### src/rtl/hsflag_pkg.sv
package hsflag_pkg;
  localparam int NUM_FLAGS = 3;
  localparam int IDX_EVT = 0;
  localparam int IDX_SDN = 1;
  localparam int IDX_HDN = 2;

  typedef struct packed {
    logic [NUM_FLAGS-1:0] setStb;
    logic [NUM_FLAGS-1:0] clrStb;
  } flagStb_t;
endpackage

### src/rtl/hsflag_ctl.sv
module hsflag_ctl
  import hsflag_pkg::*;
#(
  parameter int DATA_W  = 8,
  parameter int EVT_BIT = 4,
  parameter int SDN_BIT = 3,
  parameter int HDN_BIT = 2
) (
  input  logic                 clk,
  input  logic                 rstN,
  input  logic                 hostWr,
  input  logic [DATA_W-1:0]    hostWdata,
  input  logic                 slvRd,
  input  logic                 slvWr,
  input  logic [DATA_W-1:0]    slvWdata,
  input  logic [NUM_FLAGS-1:0] flagsIn,
  output flagStb_t             stb
);
  // flag index -> bit position in the byte
  localparam int BIT_POS [NUM_FLAGS] = '{EVT_BIT, SDN_BIT, HDN_BIT};
  // the level a slave read must see to arm each flag
  localparam logic [NUM_FLAGS-1:0] ARM_LEVEL = 3'b100;
  // flags that the host sets and the slave clears
  localparam logic [NUM_FLAGS-1:0] HOST_SETS = 3'b100;

  logic [NUM_FLAGS-1:0] slvArm;
  logic [NUM_FLAGS-1:0] slvArmNext;

  for (genvar g = 0; g < NUM_FLAGS; g++) begin : g_flag
    // a write consumes the arming; a read alone re-evaluates it
    always_comb begin
      if (slvWr)      slvArmNext[g] = 1'b0;
      else if (slvRd) slvArmNext[g] = (flagsIn[g] == ARM_LEVEL[g]);
      else            slvArmNext[g] = slvArm[g];
    end

    if (HOST_SETS[g]) begin : g_hostSet
      assign stb.setStb[g] = hostWr & hostWdata[BIT_POS[g]];
      assign stb.clrStb[g] = slvWr & ~slvWdata[BIT_POS[g]] & slvArm[g];
    end else begin : g_slvSet
      assign stb.setStb[g] = slvWr & slvWdata[BIT_POS[g]] & slvArm[g];
      assign stb.clrStb[g] = hostWr & hostWdata[BIT_POS[g]];
    end
  end

  always_ff @(posedge clk) begin
    if (!rstN) slvArm <= '0;
    else       slvArm <= slvArmNext;
  end

  // the remaining data bits carry nothing
  logic unusedDataBits;
  assign unusedDataBits = ^{hostWdata, slvWdata};

  // an unarmed slave write never sets the event flag
  p_unarmed_noset_r9 : assert property (@(posedge clk) disable iff (!rstN)
    (slvWr && !slvArm[IDX_EVT] && !flagsIn[IDX_EVT]) |=> !flagsIn[IDX_EVT]);

  // a write issued together with a read leaves nothing armed
  p_write_disarms_r12 : assert property (@(posedge clk) disable iff (!rstN)
    (slvWr && slvRd) |=> (slvArm == '0));
endmodule

### src/rtl/hsflag_dp.sv
module hsflag_dp
  import hsflag_pkg::*;
#(
  parameter int DATA_W  = 8,
  parameter int EVT_BIT = 4,
  parameter int SDN_BIT = 3,
  parameter int HDN_BIT = 2
) (
  input  logic                 clk,
  input  logic                 rstN,
  input  flagStb_t             stb,
  input  logic                 irqEn,
  output logic [NUM_FLAGS-1:0] flags,
  output logic [DATA_W-1:0]    rdata,
  output logic                 hostIrq
);
  localparam int BIT_POS [NUM_FLAGS] = '{EVT_BIT, SDN_BIT, HDN_BIT};

  for (genvar g = 0; g < NUM_FLAGS; g++) begin : g_reg
    always_ff @(posedge clk) begin
      if (!rstN)                flags[g] <= 1'b0;
      else if (stb.clrStb[g])   flags[g] <= 1'b0;   // clear has priority
      else if (stb.setStb[g])   flags[g] <= 1'b1;
    end

    // a colliding set and clear leaves the flag low
    p_clear_wins_r10 : assert property (@(posedge clk) disable iff (!rstN)
      (stb.setStb[g] && stb.clrStb[g]) |=> !flags[g]);
  end

  always_comb begin
    rdata = '0;
    for (int i = 0; i < NUM_FLAGS; i++) rdata[BIT_POS[i]] = flags[i];
  end

  always_ff @(posedge clk) begin
    if (!rstN) hostIrq <= 1'b0;
    else       hostIrq <= irqEn & (flags[IDX_EVT] | flags[IDX_SDN]);
  end
endmodule

### src/rtl/hsflag_reg.sv
module hsflag_reg
  import hsflag_pkg::*;
#(
  parameter int DATA_W  = 8,
  parameter int EVT_BIT = 4,
  parameter int SDN_BIT = 3,
  parameter int HDN_BIT = 2
) (
  input  logic              clk,
  input  logic              rstN,
  input  logic              hostWr,
  input  logic [DATA_W-1:0] hostWdata,
  output logic [DATA_W-1:0] hostRdata,
  input  logic              slvRd,
  input  logic              slvWr,
  input  logic [DATA_W-1:0] slvWdata,
  output logic [DATA_W-1:0] slvRdata,
  input  logic              irqEn,
  output logic              hostIrq
);
  localparam logic [DATA_W-1:0] USED_MASK =
    DATA_W'((1 << EVT_BIT) | (1 << SDN_BIT) | (1 << HDN_BIT));

  flagStb_t             stb;
  logic [NUM_FLAGS-1:0] flags;
  logic [DATA_W-1:0]    rdata;

  hsflag_ctl #(.DATA_W(DATA_W), .EVT_BIT(EVT_BIT), .SDN_BIT(SDN_BIT), .HDN_BIT(HDN_BIT)) u_ctl (
    .clk(clk), .rstN(rstN), .hostWr(hostWr), .hostWdata(hostWdata),
    .slvRd(slvRd), .slvWr(slvWr), .slvWdata(slvWdata),
    .flagsIn(flags), .stb(stb)
  );

  hsflag_dp #(.DATA_W(DATA_W), .EVT_BIT(EVT_BIT), .SDN_BIT(SDN_BIT), .HDN_BIT(HDN_BIT)) u_dp (
    .clk(clk), .rstN(rstN), .stb(stb), .irqEn(irqEn),
    .flags(flags), .rdata(rdata), .hostIrq(hostIrq)
  );

  assign hostRdata = rdata;
  assign slvRdata  = rdata;

  // pad bits always read zero
  p_pad_zero_r2 : assert property (@(posedge clk) disable iff (!rstN)
    (hostRdata & ~USED_MASK) == '0);

  // a host 1 on the event bit clears it
  p_host_clr_evt_r4 : assert property (@(posedge clk) disable iff (!rstN)
    (hostWr && hostWdata[EVT_BIT]) |=> !hostRdata[EVT_BIT]);

  // a host 1 on the slave-done bit clears it
  p_host_clr_sdn_r6 : assert property (@(posedge clk) disable iff (!rstN)
    (hostWr && hostWdata[SDN_BIT]) |=> !hostRdata[SDN_BIT]);

  // a host 1 on the host-done bit sets it when no slave write collides
  p_host_set_hdn_r7 : assert property (@(posedge clk) disable iff (!rstN)
    (hostWr && hostWdata[HDN_BIT] && !slvWr) |=> hostRdata[HDN_BIT]);

  // the interrupt is masked by the enable one cycle later
  p_irq_masked_r11 : assert property (@(posedge clk) disable iff (!rstN)
    !irqEn |=> !hostIrq);

  // a pending enabled source raises the interrupt one cycle later
  p_irq_follows_r11 : assert property (@(posedge clk) disable iff (!rstN)
    (irqEn && (hostRdata[EVT_BIT] || hostRdata[SDN_BIT])) |=> hostIrq);
endmodule

### config.mk
export PLATFORM = sky130hd
export DESIGN_NAME = hsflag_reg
export DESIGN_NICKNAME = d
export VERILOG_FILES = /design/src/rtl/hsflag_pkg.sv /design/src/rtl/hsflag_ctl.sv /design/src/rtl/hsflag_dp.sv /design/src/rtl/hsflag_reg.sv
export SDC_FILE = /design/constraint.sdc
export NUM_CORES = 1
export LEC_CHECK = 0
export BUFFER_PORTS_ARGS = -buffer_cell sky130_fd_sc_hd__buf_2
export CORE_MARGIN = 3
export CORE_UTILIZATION = 31
export CTS_BUF_LIST = sky130_fd_sc_hd__clkbuf_16
export DETAILED_ROUTE_END_ITERATION = 10
export PLACE_DENSITY = 0.71
export SYNTH_ARGS = -nofsm -noshare
export SYNTH_HDL_FRONTEND = slang
export SYNTH_HIERARCHICAL = 1
export SYNTH_SLANG_ARGS = --single-unit
### constraint.sdc
create_clock -name clk -period 0.8 [get_ports clk]
set_input_delay 0.08 -clock clk [delete_from_list [all_inputs] [get_ports clk]]
set_output_delay 0.08 -clock clk [all_outputs]
set_load 0.1 [all_outputs]
Word-level counts from Yosys, hierarchy flattened
Cells that the tools add are included.

Output and inout port bits: 17. Flip-flop bits (word level): 7.

Bitwise gates (word level): 15. Reduce and logical (&&, ||, !) cells: 4.

Operators with widths (count): $and A1 B1 Y1 (10); $reduce_or A2 Y1 (4); $not A1 Y1 (4); $or A1 B1 Y1 (1).

Logic depth before layout (Yosys ltp)
Word-level depth: 4. Gate-level depth with buffers: 3. Gate-level depth less buffers: 3.

Modules after synthesis
The synthesis kept the hierarchy.

Modules (own cells, without submodules): hsflag_dp (cells an instance 20, times used 1, area each 202.7 µm²); hsflag_ctl (cells an instance 16, times used 1, area each 153.9 µm²); hsflag_reg (cells an instance 8, times used 1, area each 60.1 µm²).

Worst setup path before layout
No wires, ideal clock.

Path kind: register -> output. Start point: register u_dp.flags[0]. End point: output port slvRdata[4]. Stages on the path, launching flop included: 3. Required time: 0.720 ns. Arrival time: 0.988 ns. Path slack: -0.268 ns. Cell sequence: dfxtp_1 > buf_4 > buf_4.

RTL lines: from (decl) (line hsflag_dp.sv:13) `output logic [NUM_FLAGS-1:0] flags,`; from (signal, indexed assignment) (line hsflag_dp.sv:21) `if (!rstN) flags[g] <= 1'b0;`; from (signal, indexed assignment) (line hsflag_dp.sv:22) `else if (stb.clrStb[g]) flags[g] <= 1'b0;`; from (signal, indexed assignment) (line hsflag_dp.sv:23) `else if (stb.setStb[g]) flags[g] <= 1'b1;`; to (decl) (line hsflag_reg.sv:17) `output logic [DATA_W-1:0] slvRdata,`.

No word-level cell between the ends.

Worst setup path after layout
Start point: register u_dp.flags[2]. End point: output port slvRdata[2].

No word-level cell between the ends.

==> metrics.txt <==
Crit. Startpoint=u_dp/flags[2]$_SDFFE_PP0P_; Residual DRC=0; global-route wire length before repair=1.014 mm; Crit Path Class=reg2out; CP Launch Type=flop; row count=12; drt wl/cell=10.84 µm; Synth Area in Simple Gates=28.23%; power per cell area=2458 mW/mm²; CP arrival=0.78 ns; Worst path max stage delay=0.38 ns; final cycle utilization of the critical path=107.8%; Final nets=79; TNS Setup=-0.3856 ns; area fraction in compound gates after synthesis=6.006%; dpl hpwl=598.4 µm; CP max FO=4; Synth Instances=44; Hold Slack=0.09944 ns; antenna-violating nets left=0; Final Cell Area=651.9 µm²; Clock Skew=0.003835 ns; Max Root-Sink Buffers=2; P_leak=0.3082 nW; via-per-instance ratio=4.486; htree depth=1; FF-to-FF path depth=2; final hold vios=0; Netlist Area Pre-Place=416.7 µm²; Reg2Reg Capture Point=u_dp/hostIrq$_SDFF_PN0_; Seq/Total Area, Yosys=33.63%; Crit path required time=0.72 ns; Setup WS post-layout=-0.06256 ns; Reg clk slew, reported paths=0.04 ns; share of the synthesized area in the top cell type=33.63%; Initial Util=35.13%; CP Capture Point=slvRdata[2]; share of layout cells above drive strength 1=67.86%; DRC marker count from the first detailed-route iteration=3; all-layer global routing usage=7.965%; input/output buffers=18; failing checks=negative setup slack; via count=314; reg2reg start=u_dp/flags[1]$_SDFFE_PP0P_; die area=0.001820 mm²; post-synthesis mux area share=2.402%; Worst-Skew Late Latency=0.23 ns; vias in the first global route=275; CP cell instances=buf_12; unrepaired setup endpoints after global routing=yes; Area growth syn-to-layout=56.46%; Root Driver=clkbuf_16; I/O Pins=39; Worst Setup End Kind=output pin; Max Cap Viol=0; classification of the worst-slack hold path=in2reg; die width=42.66 µm; Peak VDD IR=1.388 mV; status=finished with violations; post-route minimum period=0.8626 ns; reg-to-reg slack, setup=-0.01 ns; FF+latch count, synth=7; Final Wtd Congestion=0.7363; Final Max Tran Viols=0; Synth cell types=12; post-synthesis xor/xnor area fraction=0%; diode count=0; Power, Total=0.001603 W; synthesized area per cell=9.469 µm²; area leader, netlist=dfxtp_1; initial antenna violation count=0; core area=0.001186 mm²; Total Routed Length=759 µm; gr ovfl total=0; Setup WS pre-CTS=-0.01778 ns; die height=42.66 µm; first-pass iteration count of the detailed router=4; WP buf/inv=1; CP delay by family, top=flip-flops; largest cells by area after synthesis=dfxtp_1 (34%), buf_4 (29%), nor3b_2 (9.0%); CTS tree=built; Fmax=1.159 GHz; Post-Synth Adder-Cell Area=0%; Slowest-stage cell, CP=dfxtp_4; final setup fails=8; hold buffer count at CTS=0; Clock Sink Count=7; critical path depth=1; post-place instance area=528.0 µm²; Ys Warns=6; largest family of logic cells by synthesized area=buffers and inverters; CTS Buf Count=3; largest net degree at the start of global routing=6
cell families (layout without fill, tap and decap cells):
family / after synthesis / after routing
mux: 1 / 1
buf+inv: 16 / 24
compound gates: 3 / 3
flops: 7 / 7
simple gates: 16 / 16
other cells: 1 / 5
layout make-up:
type,instances,area [µm²]
clock buffer,3,75.07
clock inverter,1,3.754
fill,101,534.3
multi-input combinational,25,183.9
sequential,7,153.9
tap,14,17.52
timing repair buffer,20,217.7
cells in the final DEF (no fill, tap or decap), drive strengths merged:
master  Yosys  layout
buf        16      20
mux2i       1       1
conb        1       5
clkbuf      0       3
a211oi      2       2
dfxtp       7       7
and3b       1       1
o211a       1       1
nor2        6       6
nor3b       3       3
nand2b      1       1
and2        3       3
and3        2       2
inv         0       1
where the power goes:
| part | internal [W] | switching [W] |
|---|---|---|
| registers | 0.000357 | 0.0000141 |
| clock network | 0.000649 | 0.000175 |
| logic | 0.0000867 | 0.000320 |
| total | 0.00109 | 0.000510 |
Yosys cell counts:
cell type  count
buf_4         16
dfxtp_1        7
nor2_1         6
and2_1         3
nor3b_2        3
a211oi_1       2
and3_2         2
and3b_2        1
conb_1         1
mux2i_1        1
nand2b_4       1
o211a_1        1
repair_timing:
item / 4_1_cts / 5_1_grt
pin swaps: 0 / 1
setup endpoints to repair: 8 / 12
gates resized for setup: 5 / 5
setup buffers: 2 / 0
per-stage QoR:
step / std cells / utilization, %
after floorplan: 48 / -
after global placement: 64 / 44.51
after detailed placement: 64 / 44.51
after CTS: 70 / 53.48
after global routing: 70 / 54.96
final: 70 / 54.96
registers in the layout (all words and copies together), names as in the netlist:
register      flops
u_dp/hostIrq      1
u_ctl/slvArm      3
u_dp/flags        3
per-layer routing:
| layer | GRT usage, % | part of all wire [%] | up-vias |
|---|---|---|---|
| li1 | - | - | 147 |
| met1 | 6.853 | 32 | 144 |
| met2 | 12.57 | 53 | 21 |
| met3 | 4.237 | 11 | 2 |
| met4 | 8.075 | 2.8 | 0 |
| met5 | 0 | 0 | - |
worst min path at each step:
stage          start                      endpoint  cells past startpoint
6_report       irqEn       u_dp/hostIrq$_SDFF_PN0_                      2
2_1_floorplan  slvRd  u_ctl/slvArm[0]$_SDFFE_PP0P_                      1
5_1_grt        irqEn       u_dp/hostIrq$_SDFF_PN0_                      2
4_1_cts        irqEn       u_dp/hostIrq$_SDFF_PN0_                      2
3_3_place_gp   irqEn       u_dp/hostIrq$_SDFF_PN0_                      2
3_5_place_dp   irqEn       u_dp/hostIrq$_SDFF_PN0_                      2
(Power assumes the default switching activity.)
